$ cat config.mk
export PLATFORM = sky130hd
export DESIGN_NAME = sd_digit_mul
export DESIGN_NICKNAME = d
export VERILOG_FILES = /design/src/rtl/sd_digit_pkg.sv /design/src/rtl/sd_bitprod.sv /design/src/rtl/sd_compress.sv /design/src/rtl/sd_digit_split.sv /design/src/rtl/sd_digit_mul.sv
export SDC_FILE = /design/constraint.sdc
export NUM_CORES = 1
export LEC_CHECK = 0
export CAP_MARGIN = 25
export CORE_MARGIN = 3
export CORE_UTILIZATION = 53
export DETAILED_ROUTE_END_ITERATION = 10
export GPL_ROUTABILITY_DRIVEN = 0
export MAX_ROUTING_LAYER = met4
export PLACE_DENSITY = 0.82
export SLEW_MARGIN = 15
export SYNTH_ARGS = -nofsm -noshare
export SYNTH_HDL_FRONTEND = slang
export SYNTH_HIERARCHICAL = 1
export SYNTH_SLANG_ARGS = --single-unit
$ cat constraint.sdc
create_clock -name vclk -period 7.77
set_clock_uncertainty 0.05 [all_clocks]
set_input_delay 1.554 -clock vclk [all_inputs]
set_output_delay 1.554 -clock vclk [all_outputs]
set_load 0.02 [all_outputs]
$ cat src/rtl/sd_digit_pkg.sv
package sd_digit_pkg;

  // Polarity-aware bit products (negabits carried in inverted logic)
  function automatic logic bp_pp(input logic x, input logic y);
    return x & y;
  endfunction

  function automatic logic bp_pn(input logic x, input logic n_st);
    return ~(x & ~n_st);
  endfunction

  function automatic logic bp_nn(input logic n1_st, input logic n2_st);
    return ~(n1_st | n2_st);
  endfunction

  // Stored-domain counter cells
  function automatic logic fa_sum(input logic a, input logic b, input logic c);
    return a ^ b ^ c;
  endfunction

  function automatic logic fa_cry(input logic a, input logic b, input logic c);
    return (a & b) | (a & c) | (b & c);
  endfunction

  function automatic logic ha_sum(input logic a, input logic b);
    return a ^ b;
  endfunction

  function automatic logic ha_cry(input logic a, input logic b);
    return a & b;
  endfunction

  // Modified half adder: the absent input is a zero-valued negabit (stored 1)
  function automatic logic hap_sum(input logic a, input logic b);
    return ~(a ^ b);
  endfunction

  function automatic logic hap_cry(input logic a, input logic b);
    return a | b;
  endfunction

  // Integer worth of a digit field plus its inverted-logic negabit
  function automatic int digit_value(input int pos_val, input logic n_st);
    return pos_val + int'(n_st) - 1;
  endfunction

endpackage

$ cat src/rtl/sd_bitprod.sv
module sd_bitprod
  import sd_digit_pkg::*;
#(
  parameter int H = 4
) (
  input  logic [H-1:0]                 a_pos,
  input  logic                         a_neg,
  input  logic [H-1:0]                 b_pos,
  input  logic                         b_neg,
  output logic [H+1:0][2*H-1:0]        rows,
  output logic                         lo_neg
);
  localparam int W2 = 2 * H;
  localparam int NR = H + 2;
  localparam int RA = NR - 2;  // row holding A-posibit x B-negabit products
  localparam int RB = NR - 1;  // row holding B-posibit x A-negabit products

  // posibit x posibit matrix, row j shifted by j
  for (genvar j = 0; j < H; j++) begin : g_prow
    for (genvar c = 0; c < W2; c++) begin : g_col
      if (c >= j && c < j + H) begin : g_on
        assign rows[j][c] = bp_pp(a_pos[c-j], b_pos[j]);
      end else begin : g_off
        assign rows[j][c] = 1'b0;
      end
    end
  end

  // A-side negabit row; column 0 is reused for the negabit x negabit posibit
  for (genvar c = 0; c < W2; c++) begin : g_arow
    if (c == 0) begin : g_nn
      assign rows[RA][c] = bp_nn(a_neg, b_neg);
    end else if (c < H) begin : g_pn
      assign rows[RA][c] = bp_pn(a_pos[c], b_neg);
    end else begin : g_zero
      assign rows[RA][c] = 1'b0;
    end
  end

  // B-side negabit row
  for (genvar c = 0; c < W2; c++) begin : g_brow
    if (c < H) begin : g_pn
      assign rows[RB][c] = bp_pn(b_pos[c], a_neg);
    end else begin : g_zero
      assign rows[RB][c] = 1'b0;
    end
  end

  // lowest A-posibit x B-negabit product bypasses the array
  assign lo_neg = bp_pn(a_pos[0], b_neg);

  always_comb begin : chk_bitprod
    int pos_ones;
    int a_minus;
    int b_minus;
    pos_ones = 0;
    for (int j = 0; j < H; j++) pos_ones += $countones(rows[j]);
    a_minus = (H - 1) - $countones(rows[RA][H-1:1]) + (lo_neg ? 0 : 1);
    b_minus = H - $countones(rows[RB][H-1:0]);
    // posibit matrix population matches the operand populations
    a_r1_pos_matrix: assert (pos_ones == $countones(a_pos) * $countones(b_pos))
      else $error("posibit matrix population mismatch");
    // a -1 negabit product appears only for set posibits against a -1 negabit
    a_r3_neg_rows: assert (a_minus == (b_neg ? 0 : $countones(a_pos)) &&
                           b_minus == (a_neg ? 0 : $countones(b_pos)))
      else $error("negabit product count mismatch");
  end

endmodule

$ cat src/rtl/sd_compress.sv
module sd_compress
  import sd_digit_pkg::*;
#(
  parameter int H = 4
) (
  input  logic [H+1:0][2*H-1:0] rows,
  output logic [2*H-1:0]        total
);
  localparam int W2 = 2 * H;
  localparam int NR = H + 2;
  localparam int NS = NR - 1;
  // Correction 2^(2H) - (2^H - 3), folded in through modified half adders
  localparam logic [W2-1:0] CORR = W2'(3) - W2'(1 << H);

  logic [NS-1:0][W2-1:0] s_st;
  logic [NS-1:0][W2-1:0] c_st;

  assign s_st[0] = rows[0];
  assign c_st[0] = rows[1];

  // carry-save rows of full adders, one per remaining bit-product row
  for (genvar k = 1; k < NS; k++) begin : g_csa
    assign c_st[k][0] = 1'b0;
    for (genvar i = 0; i < W2; i++) begin : g_bit
      assign s_st[k][i] = fa_sum(s_st[k-1][i], c_st[k-1][i], rows[k+1][i]);
      if (i < W2 - 1) begin : g_cy
        assign c_st[k][i+1] = fa_cry(s_st[k-1][i], c_st[k-1][i], rows[k+1][i]);
      end
    end
  end

  // correction layer: the constant picks the cell variant per column
  logic [W2-1:0] s_cr;
  logic [W2-1:0] c_cr;
  assign c_cr[0] = 1'b0;
  for (genvar i = 0; i < W2; i++) begin : g_corr
    if (CORR[i]) begin : g_hap
      assign s_cr[i] = hap_sum(s_st[NS-1][i], c_st[NS-1][i]);
      if (i < W2 - 1) begin : g_cy
        assign c_cr[i+1] = hap_cry(s_st[NS-1][i], c_st[NS-1][i]);
      end
    end else begin : g_ha
      assign s_cr[i] = ha_sum(s_st[NS-1][i], c_st[NS-1][i]);
      if (i < W2 - 1) begin : g_cy
        assign c_cr[i+1] = ha_cry(s_st[NS-1][i], c_st[NS-1][i]);
      end
    end
  end

  // final ripple, carry out of the top column is discarded
  logic [W2-2:0] rc;
  assign total[0] = ha_sum(s_cr[0], c_cr[0]);
  assign rc[0]    = ha_cry(s_cr[0], c_cr[0]);
  for (genvar i = 1; i < W2; i++) begin : g_rip
    assign total[i] = fa_sum(s_cr[i], c_cr[i], rc[i-1]);
    if (i < W2 - 1) begin : g_cy
      assign rc[i] = fa_cry(s_cr[i], c_cr[i], rc[i-1]);
    end
  end

  always_comb begin : chk_compress
    // the corrected stored sum is never zero for any legal product
    a_r1_sum_nonzero: assert (total != '0)
      else $error("corrected sum out of range");
  end

endmodule

$ cat src/rtl/sd_digit_split.sv
module sd_digit_split #(
  parameter int H = 4
) (
  input  logic [2*H-1:0] total,
  output logic [H-1:0]   lo_pos,
  output logic [H-1:0]   hi_pos,
  output logic           hi_neg
);
  localparam int W2 = 2 * H;

  // low half stays as posibits; high half q is written as even posibits plus
  // its parity in the negabit slot, so hi_pos + hi_neg == q
  assign lo_pos = total[H-1:0];
  assign hi_pos = {total[W2-1:H+1], 1'b0};
  assign hi_neg = total[H];

endmodule

$ cat src/rtl/sd_digit_mul.sv
module sd_digit_mul
  import sd_digit_pkg::*;
#(
  parameter int H = 4
) (
  input  logic [H-1:0] a_pos,
  input  logic         a_neg,
  input  logic [H-1:0] b_pos,
  input  logic         b_neg,
  output logic [H-1:0] lo_pos,
  output logic         lo_neg,
  output logic [H-1:0] hi_pos,
  output logic         hi_neg
);
  localparam int W2 = 2 * H;
  localparam int NR = H + 2;

  logic [NR-1:0][W2-1:0] pp_rows;
  logic [W2-1:0]         corr_sum;

  sd_bitprod #(.H(H)) u_bitprod (
    .a_pos  (a_pos),
    .a_neg  (a_neg),
    .b_pos  (b_pos),
    .b_neg  (b_neg),
    .rows   (pp_rows),
    .lo_neg (lo_neg)
  );

  sd_compress #(.H(H)) u_compress (
    .rows  (pp_rows),
    .total (corr_sum)
  );

  sd_digit_split #(.H(H)) u_split (
    .total  (corr_sum),
    .lo_pos (lo_pos),
    .hi_pos (hi_pos),
    .hi_neg (hi_neg)
  );

  always_comb begin : chk_top
    int va;
    int vb;
    int vout;
    va   = digit_value(int'(a_pos), a_neg);
    vb   = digit_value(int'(b_pos), b_neg);
    vout = digit_value(int'(lo_pos), lo_neg) +
           digit_value(int'(hi_pos), hi_neg) * (1 << H);
    // decoded two-digit result equals the integer product
    a_r1_value_exact: assert (vout == va * vb)
      else $error("two-digit result differs from product");
  end

endmodule

==> results.env, run 1 <==
OUTCOME='complete, but fails checks'
VIOLATIONS='negative setup slack'
GRT_PASS1_VIAS=804
FINALCRITPERIODSHARE=1.05
DETAILROUTE.VIA_COUNT=775
MAXIMUM_OPERATING_FREQUENCY_MHz=122
AREA_DELTA_SYNTH_FINAL_PCT=12.6
CP.ARRIVAL_NS=6.58
CRITICAL_PATH.STARTPOINT_TYPE='input pin'
PORT_BUFFERS=19
DRT-PASS1-ITER-COUNT=4
SYNTHDISTINCTLIBCELLS=11
ROW_COUNT=17
ENDPOINT_KIND='output port'
PROPORTION_OF_LAYOUT_CELLS_WITH_A_DRIVE_SUFFIX_ABOVE_1=0.192
DR.FIRST_ITER.DRC_COUNT=14
MET3ROUTEDLENGTH_UM=35
DP_HPWL_MM=1.71
DRT_WL_TOTAL_MM=1.72
GR-TOTAL-OVERFLOW=0
MAXSLEWVIOLCOUNT=0
TOP_LAYER='met4'
MAX_CAP_VIOL_COUNT=0
NFILLCELLS=191
FINAL.SETUP.TNS_NS=-0.491
FIN_NETS=208
UNREPAIRED_SETUP_ENDPOINTS_AFTER_GLOBAL_ROUTING='true'
FINALSETUPVIOLCOUNT=2
MIN_PERIOD_NS=8.19
WIRELENGTH_MET1_UM=653
TIMING_HOLD_VIOLATIONS_FINAL=0
CTS.HOLD.BUFFERS_ADDED=0
SYNTH-SEQ-AREA-SHARE=0
SEQUENTIAL_CELL_AREA_UM2=0
HORIZONTAL_DIE_DIMENSION_UM=56.2
PATH_MAX_FANOUT=2
WORSTHOLDPATHTYPE='in -> out'
GRT_START_MAX_NET_PINS=6
ANTENNA_CELLS_INSERTED=0
ANTENNA_FOUND_INITIAL=0
CORE-AREA_UM2=2300
SYNTH_AREA_UM2=1340
YOSYSWARNINGS=6
INITIAL_CORE_UTIL=0.582
CHIPHEIGHT_UM=56.2
CLOCK_BUFFER_COUNT=0
VIA_PER_INST=4.21
SYN_AREA_PER_CELL_UM2=9.76
SYN_INST=137
DETAIL_ROUTE.DRC_VIOLATIONS=0
TIMING.FINAL.WS_SETUP_NS=-0.418
FIRST_PASS_GRT_WIRE_LENGTH_MM=3.11
GRT_USE_TOTAL=0.123
IO-PIN-COUNT=20
CP.REQUIRED_NS=6.17
ROUTED-WL-MET2_MM=1.02
SEQ_CELL_COUNT=0
DESIGN.DIE.AREA_UM2=3160
CRITICAL_PATH_CLASS='in -> out'
POSTROUTEANTENNANETS=0
WL_PER_CELL_UM=9.36
cell usage after synthesis, drive strengths merged:
library cell,number,area share
buf,33,0.19
fa,30,0.45
inv,27,0.076
and2,16,0.075
ha,10,0.094
nand2b,8,0.037
xnor2,8,0.052
conb,2,0.0056
nor2,1,0.0028
xnor3,1,0.017
xor2,1,0.0065
critical path: stages:
cell     delay, ns
buf_6         0.09
and2_4        0.15
fa_1          0.48
fa_1          0.46
fa_1          0.51
inv_1         0.05
fa_1          0.45
ha_1          0.30
inv_1         0.07
ha_2          0.17
fa_2          0.19
inv_2         0.04
fa_2          0.34
fa_2          0.36
fa_2          0.34
fa_2          0.36
xnor2_2       0.14
xnor2_1       0.14
xnor3_1       0.24
buf_6         0.14
cell usage in the layout (no fill, tap or decap):
cell type / count
buf_6: 5
fa_1: 25
buf_2: 3
clkbuf_2: 1
clkdlybuf4s50_1: 9
ha_2: 1
ha_4: 1
buf_4: 8
xnor2_1: 7
inv_1: 25
conb_1: 25
fa_2: 5
ha_1: 8
and2_1: 13
dlygate4sd2_1: 3
xnor2_2: 1
nor2_1: 1
inv_2: 2
xor2_1: 1
and2_4: 3
nand2b_1: 8
xnor3_1: 1
through the flow:
| step | hold WS [ns] | util | instance area, µm² | setup slack [ns] | cells |
|---|---|---|---|---|---|
| floorplan | 3.18 | - | 1450 | -0.241 | 160 |
| global placement | 4.23 | 0.648 | 1490 | -1.14 | 183 |
| detailed placement | 4.26 | 0.648 | 1490 | -1.22 | 183 |
| CTS | 3.91 | 0.657 | 1510 | -0.516 | 184 |
| global route | 3.94 | 0.656 | 1510 | -0.587 | 184 |
| finish | 3.90 | 0.656 | 1510 | -0.418 | 184 |
metal layers:
| layer | GRT usage | vias to the layer above |
|---|---|---|
| met5 | - | - |
| met1 | 0.143 | 389 |
| met3 | 0.00232 | 2 |
| li1 | - | 373 |
| met2 | 0.234 | 11 |
| met4 | 0.0271 | 0 |
kinds of logic after synthesis:
family	Yosys count	share of synthesized area
buffers and inverters	60	0.261
xor gates and xnor gates	10	0.0758
other	2	0.00561
and+or+nand+nor	25	0.115
adders and majority gates	40	0.543
layout make-up:
| type | instances | area [µm²] | share of cell area |
|---|---|---|---|
| multi-input combinational | 100 | 1120 | 0.742 |
| timing repair buffer | 29 | 253 | 0.168 |
| inverter | 27 | 101 | 0.0673 |
| tap | 28 | 35.0 | 0.0233 |
what timing repair did:
item                       CTS  global route
resized for setup           42             2
setup endpoints to repair    4             3
pin swaps                   17             1
setup buffers                1             0
final timing paths:
| check | endpoint | slack, ns | cells after the start | startpoint |
|---|---|---|---|---|
| max | hi_pos[3] | -0.42 | 20 | a_pos[0] |
| min | lo_neg | 3.90 | 5 | a_pos[0] |
Power of run 1 is not shown: default switching activity piles up to over one toggle a cycle in this logic, so the estimate is an artifact.
==> run 2, diff against run 1 <==
--- a/config.mk
+++ b/config.mk
@@ -6,7 +6,6 @@
 export NUM_CORES = 1
 export LEC_CHECK = 0
 export CAP_MARGIN = 25
-export CORE_MARGIN = 3
 export CORE_UTILIZATION = 53
 export DETAILED_ROUTE_END_ITERATION = 10
 export GPL_ROUTABILITY_DRIVEN = 0
==> constraint.sdc (replaced) <==
create_clock -name vclk -period 7.77
set_clock_uncertainty 0.05 [all_clocks]
set_input_delay 1.554 -clock vclk [all_inputs]
set_output_delay 1.554 -clock vclk [all_outputs]
set_load 0.005 [all_outputs]
==> run 2 against run 1 <==
  * The run still ends with negative setup slack left
  * Final cell count increased by 0.54%
  * Global-route usage increased by 6.9 points
  * Flip-flop and latch count unchanged
  * Worst hold slack got worse by 0.14 ns
  * Die area decreased by 14%
  * Worst setup slack got worse by 0.025 ns
  * Utilization increased by 0.87 points
  * Sequential share of layout area unchanged
  * Non-clock buffer count increased by 1
  * Maximum frequency decreased by 0.31%
  * Critical path depth decreased by 1
  * Via count increased by 4.3%
  * Critical endpoint unchanged
  * Highest routed layer is now met3
==> results.env, run 2 (synthesis results as in run 1) <==
DESIGN.DIE.AREA_UM2=2730  # -14%
DETAILED_PLACE.AREA_UM2=1500  # +0.50%
GRT_PASS1_VIAS=931  # +16%
PATH_MAX_FANOUT=4  # +2
POSTROUTEANTENNANETS=0  # unchanged
HOLD-WORST-SLACK_NS=3.76  # -0.144 ns
GRT_START_MAX_NET_PINS=6  # unchanged
LAYOUT_COMMON_CELLS='conb_1 (25), fa_1 (25), inv_1 (22)'
UNREPAIRED_SETUP_ENDPOINTS_AFTER_GLOBAL_ROUTING='true'
HORIZONTAL_DIE_DIMENSION_UM=52.2  # -7.1%
DP_HPWL_MM=1.79  # +4.7%
ENDPOINT_KIND='output port'
VIA_PER_INST=4.37  # +3.7%
FIN_NETS=209  # +0.48%
FINALSETUPVIOLCOUNT=2  # unchanged
DRT_WL_TOTAL_MM=2.02  # +17%
WL_PER_CELL_UM=10.9  # +17%
LEAKAGEPOWER_uW=0.000764
SEQ_CELL_COUNT=0  # unchanged
MIN_PERIOD_NS=8.21  # +0.0251 ns
INITIAL_CORE_UTIL=0.582  # unchanged
PROPORTION_OF_LAYOUT_CELLS_WITH_A_DRIVE_SUFFIX_ABOVE_1=0.229  # +0.0370
AREA_DELTA_SYNTH_FINAL_PCT=14.1
OUTCOME='complete, but fails checks'
MAXIMUM_OPERATING_FREQUENCY_MHz=122  # -0.31%
PORT_BUFFERS=19  # unchanged
SEQUENTIAL_CELL_AREA_UM2=0  # unchanged
FINISH.INSTANCE_AREA_UM2=1530  # +1.3%
DETAILROUTE.VIA_COUNT=808  # +4.3%
DETAIL_ROUTE.DRC_VIOLATIONS=0  # unchanged
TIMING.FINAL.WS_SETUP_NS=-0.443  # -0.0251 ns
DRT-PASS1-ITER-COUNT=2  # -2
IO-PIN-COUNT=20  # unchanged
GRT_USE_TOTAL=0.192  # +0.0690
NFILLCELLS=203  # +6.3%
ROW_COUNT=17  # unchanged
CLOCK_BUFFER_COUNT=0  # unchanged
WORST_HOLD_PATH.ENDPOINT='lo_neg'
CTS.HOLD.BUFFERS_ADDED=0  # unchanged
MAX-VDD-IR-DROP_uV=487
ANTENNA_CELLS_INSERTED=0  # unchanged
GLOBALROUTEMET3UTIL=0  # -0.00232
GRT.BUSIEST_LAYER='met2'
MULTIINPUTGATEAREA_UM2=1130  # +1.3%
MAXSLEWVIOLCOUNT=0  # unchanged
MAX_CAP_VIOL_COUNT=0  # unchanged
CRITICAL_PATH.STARTPOINT_TYPE='input pin'
FIRST_PASS_GRT_WIRE_LENGTH_MM=3.73  # +20%
VIOLATIONS='negative setup slack'
TIMING_HOLD_VIOLATIONS_FINAL=0  # unchanged
WORSTHOLDPATHTYPE='in -> out'
GROUTE.LAYER.MET2.USAGE=0.410  # +0.177
ANTENNA_FOUND_INITIAL=0  # unchanged
FINAL_CORE_UTILIZATION=0.664  # +0.00871
GR-TOTAL-OVERFLOW=0  # unchanged
FINALCRITPERIODSHARE=1.06  # +0.00322
CRITICAL_PATH_CLASS='in -> out'
CHIPHEIGHT_UM=52.2  # -7.1%
CP.ARRIVAL_NS=6.61  # +0.03 ns
HOLD_DEPTH=4  # -1
HOLD_START='a_pos[0]'
GRT.MET1_USAGE=0.205  # +0.0617
CP.REQUIRED_NS=6.17  # about the same
CORE-AREA_UM2=2300  # unchanged
POWER_DENSITY_nW_PER_UM2=363
DR.FIRST_ITER.DRC_COUNT=1  # -13
run 2: cell types whose count changed in the layout (fill, tap and decap cells not counted), sizes merged:
cell / previous run / this run
buf: 16 / 17
clkdlybuf4s15: 0 / 1
dlygate4sd2: 3 / 2
run 2: power breakdown:
part	switching (µW)	leakage, µW	internal (µW)
combinational	224	0.000764	330
clock	0	0	0
sequential	0	0	0
total	224	0.000764	330
run 2: timing repair:
item,4_1_cts,5_1_grt
resized for setup,38,9
buffers inserted,1,0
setup endpoints to repair,4,3
pin swaps,18,7
run 2: how the worst max path moves through the flow:
| stage | startpoint | slack (ns) | endpoint | depth (start not counted) |
|---|---|---|---|---|
| floorplan | b_pos[1] | -0.22 | hi_pos[3] | 19 |
| global placement | b_pos[1] | -1.04 | hi_pos[3] | 20 |
| detailed placement | a_pos[1] | -1.13 | hi_pos[3] | 20 |
| CTS | b_pos[0] | -0.50 | hi_pos[3] | 20 |
| global route | b_pos[0] | -0.54 | hi_pos[3] | 19 |
| finish | b_pos[0] | -0.44 | hi_pos[3] | 19 |
run 2: metrics by stage:
step,setup TNS [ns],cells,setup WS (ns),total power (µW)
finish,-0.569,185,-0.443,554
global route,-0.754,185,-0.538,639
CTS,-0.666,185,-0.499,523
detailed placement,-2.36,184,-1.13,550
global placement,-2.08,184,-1.04,535
floorplan,-0.220,160,-0.220,441
run 2: layer usage:
layer | up-vias | routed length [µm]
met3 | 0 | 47
met2 | 12 | 1260
met4 | 0 | 0
met1 | 418 | 716
li1 | 378 | -
met5 | - | 0
run 2: layout make-up:
class / instances / share of cell area
well taps: 28 / 0.0230
repair buffers: 30 / 0.169
multi-input cells: 100 / 0.742
inverters: 27 / 0.0664
run 2: worst max-delay path: stages:
cell and delay, ns:
buf_6 0.09, buf_4 0.12, buf_4 0.14, and2_1 0.15, fa_1 0.55, fa_1 0.45
fa_1 0.52, fa_1 0.47, ha_4 0.30, fa_2 0.19, inv_2 0.04, fa_2 0.33
fa_2 0.37, fa_2 0.35, fa_2 0.36, xnor2_2 0.14, xnor2_1 0.14, xnor3_1 0.22
buf_2 0.13
Note: power is estimated with default switching activity, not from simulation.
==> run 3, diff against run 2 <==
--- a/config.mk
+++ b/config.mk
@@ -6,6 +6,7 @@
 export NUM_CORES = 1
 export LEC_CHECK = 0
 export CAP_MARGIN = 25
+export CORE_MARGIN = 3
 export CORE_UTILIZATION = 53
 export DETAILED_ROUTE_END_ITERATION = 10
 export GPL_ROUTABILITY_DRIVEN = 0
==> run 3 against run 2 <==
  * The flow still finishes with violations (negative setup slack)
  * Final cell count shrank 0.54%
  * Global-route usage shrank 6.5 points
  * Design area shrank 1.6%
  * Worst hold slack gained 0.048 ns
  * Sequential share of layout area is the same
  * Combinational power shrank 5.1%
  * Die area grew 16%
  * Count of clock-buffer cells in the layout is the same
  * Flip-flop and latch count is the same
  * Maximum frequency grew 0.56%
  * Routed wire length shrank 13%
  * Critical path depth grew 1
==> results.env, run 3 (synthesis results as in run 1) <==
ROW_COUNT=17  # unchanged
LEAKAGEPOWER_uW=0.000770  # +0.84%
DRT-PASS1-ITER-COUNT=3  # +1
CHIPHEIGHT_UM=56.2  # +7.7%
FINALSETUPVIOLCOUNT=2  # unchanged
STARTPOINT='a_pos[0]'
FINALCRITPERIODSHARE=1.05  # -0.00589
INITIAL_CORE_UTIL=0.582  # unchanged
DESIGN.DIE.AREA_UM2=3160  # +16%
CRITICAL_PATH.STARTPOINT_TYPE='input pin'
FINAL_CORE_UTILIZATION=0.654  # -0.0109
PORT_BUFFERS=19  # unchanged
OUTCOME='complete, but fails checks'
MAX-VDD-IR-DROP_uV=482  # -1.0%
CTS.HOLD.BUFFERS_ADDED=0  # unchanged
ANTENNA_FOUND_INITIAL=0  # unchanged
DR.FIRST_ITER.DRC_COUNT=6  # +5
HOLD_START='a_pos[0]'
CORE-AREA_UM2=2300  # unchanged
LAYOUT_COMMON_CELLS='conb_1 (25), fa_1 (25), inv_1 (24)'
WL_PER_CELL_UM=9.56  # -12%
DETAILED_PLACE.AREA_UM2=1490  # -0.50%
POWER_DENSITY_nW_PER_UM2=350  # -3.5%
FIRST_PASS_GRT_WIRE_LENGTH_MM=3.28  # -12%
NFILLCELLS=186  # -8.4%
ANTENNA_CELLS_INSERTED=0  # unchanged
POST-PLACE-CELLS=183  # -0.54%
POST_LAYOUT_NONFILLER_INSTANCES=184  # -0.54%
SEQUENTIAL_CELL_AREA_UM2=0  # unchanged
DRT_WL_TOTAL_MM=1.76  # -13%
DETAILROUTE.VIA_COUNT=784  # -3.0%
CRITICAL_PATH_CLASS='in -> out'
UNREPAIRED_SETUP_ENDPOINTS_AFTER_GLOBAL_ROUTING='true'
MAXIMUM_OPERATING_FREQUENCY_MHz=122  # +0.56%
MIN_PERIOD_NS=8.17  # -0.0457 ns
WORSTHOLDPATHTYPE='in -> out'
TIMING.FINAL.WS_SETUP_NS=-0.397  # +0.0457 ns
ENDPOINT_KIND='output port'
GR-TOTAL-OVERFLOW=0  # unchanged
CP.ARRIVAL_NS=6.56  # -0.05 ns
MAXSLEWVIOLCOUNT=0  # unchanged
CLOCK_BUFFER_COUNT=0  # unchanged
GRT_USE_TOTAL=0.127  # -0.0648
VIOLATIONS='negative setup slack'
FINISH.INSTANCE_AREA_UM2=1500  # -1.6%
HORIZONTAL_DIE_DIMENSION_UM=56.2  # +7.7%
IO-PIN-COUNT=20  # unchanged
DP_HPWL_MM=1.67  # -6.8%
AREA_DELTA_SYNTH_FINAL_PCT=12.3
POSTROUTEANTENNANETS=0  # unchanged
FINAL.SETUP.TNS_NS=-0.468  # +0.101 ns
SEQ_CELL_COUNT=0  # unchanged
PROPORTION_OF_LAYOUT_CELLS_WITH_A_DRIVE_SUFFIX_ABOVE_1=0.186  # -0.0434
TIMING_HOLD_VIOLATIONS_FINAL=0  # unchanged
PATH_MAX_FANOUT=2  # -2
FIN_NETS=208  # -0.48%
VIA_PER_INST=4.26  # -2.4%
DETAIL_ROUTE.DRC_VIOLATIONS=0  # unchanged
GRT_START_MAX_NET_PINS=6  # unchanged
GRT_PASS1_VIAS=857  # -7.9%
HOLD-WORST-SLACK_NS=3.80  # +0.0480 ns
CP.REQUIRED_NS=6.17  # about the same
MAX_CAP_VIOL_COUNT=0  # unchanged
-- run 3: timing repair --
action                     in CTS  in global routing
pin swaps                      17                  1
resized for setup              34                  5
buffers inserted                1                  0
setup endpoints to repair       4                  3
-- run 3: stage by stage --
step / total power (µW) / setup WS (ns)
finish: 526 / -0.397
global route: 602 / -0.591
CTS: 513 / -0.498
detailed placement: 548 / -1.13
global placement: 537 / -1.05
floorplan: 441 / -0.220
-- run 3: final cells by class --
type	instances	area, µm²	area share
Inverter	27	101	0.0675
Timing Repair Buffer	29	260	0.173
Tap cell	28	35.0	0.0233
Multi-Input combinational cell	100	1100	0.736
-- run 3: final timing paths --
path               endpoint  slack [ns]  depth (start not counted)
setup / recovery  hi_pos[3]       -0.40                         20
hold / removal       lo_neg        3.80                          5
-- run 3: report_power, final --
group          switching, µW  internal (µW)  total, µW
clock                      0              0          0
sequential                 0              0          0
combinational            214            312        526
-- run 3: routing by layer --
metal / global-route usage / vias up / routed length, µm
li1: - / 376 / -
met1: 0.142 / 400 / 639
met2: 0.262 / 8 / 1080
met3: 0.00232 / 0 / 38
met4: 0 / 0 / 0
met5: - / - / 0
-- run 3: critical path: stages --
cell and delay (ns):
buf_6 0.09, and2_4 0.15, fa_1 0.48, fa_1 0.47, fa_1 0.54, inv_2 0.04, fa_1 0.46, ha_1 0.30
inv_1 0.06, ha_2 0.16, fa_2 0.19, inv_2 0.04, fa_2 0.33, fa_2 0.36, fa_2 0.34, fa_2 0.36
xnor2_2 0.15, xnor2_1 0.14, xnor3_1 0.22, buf_2 0.13
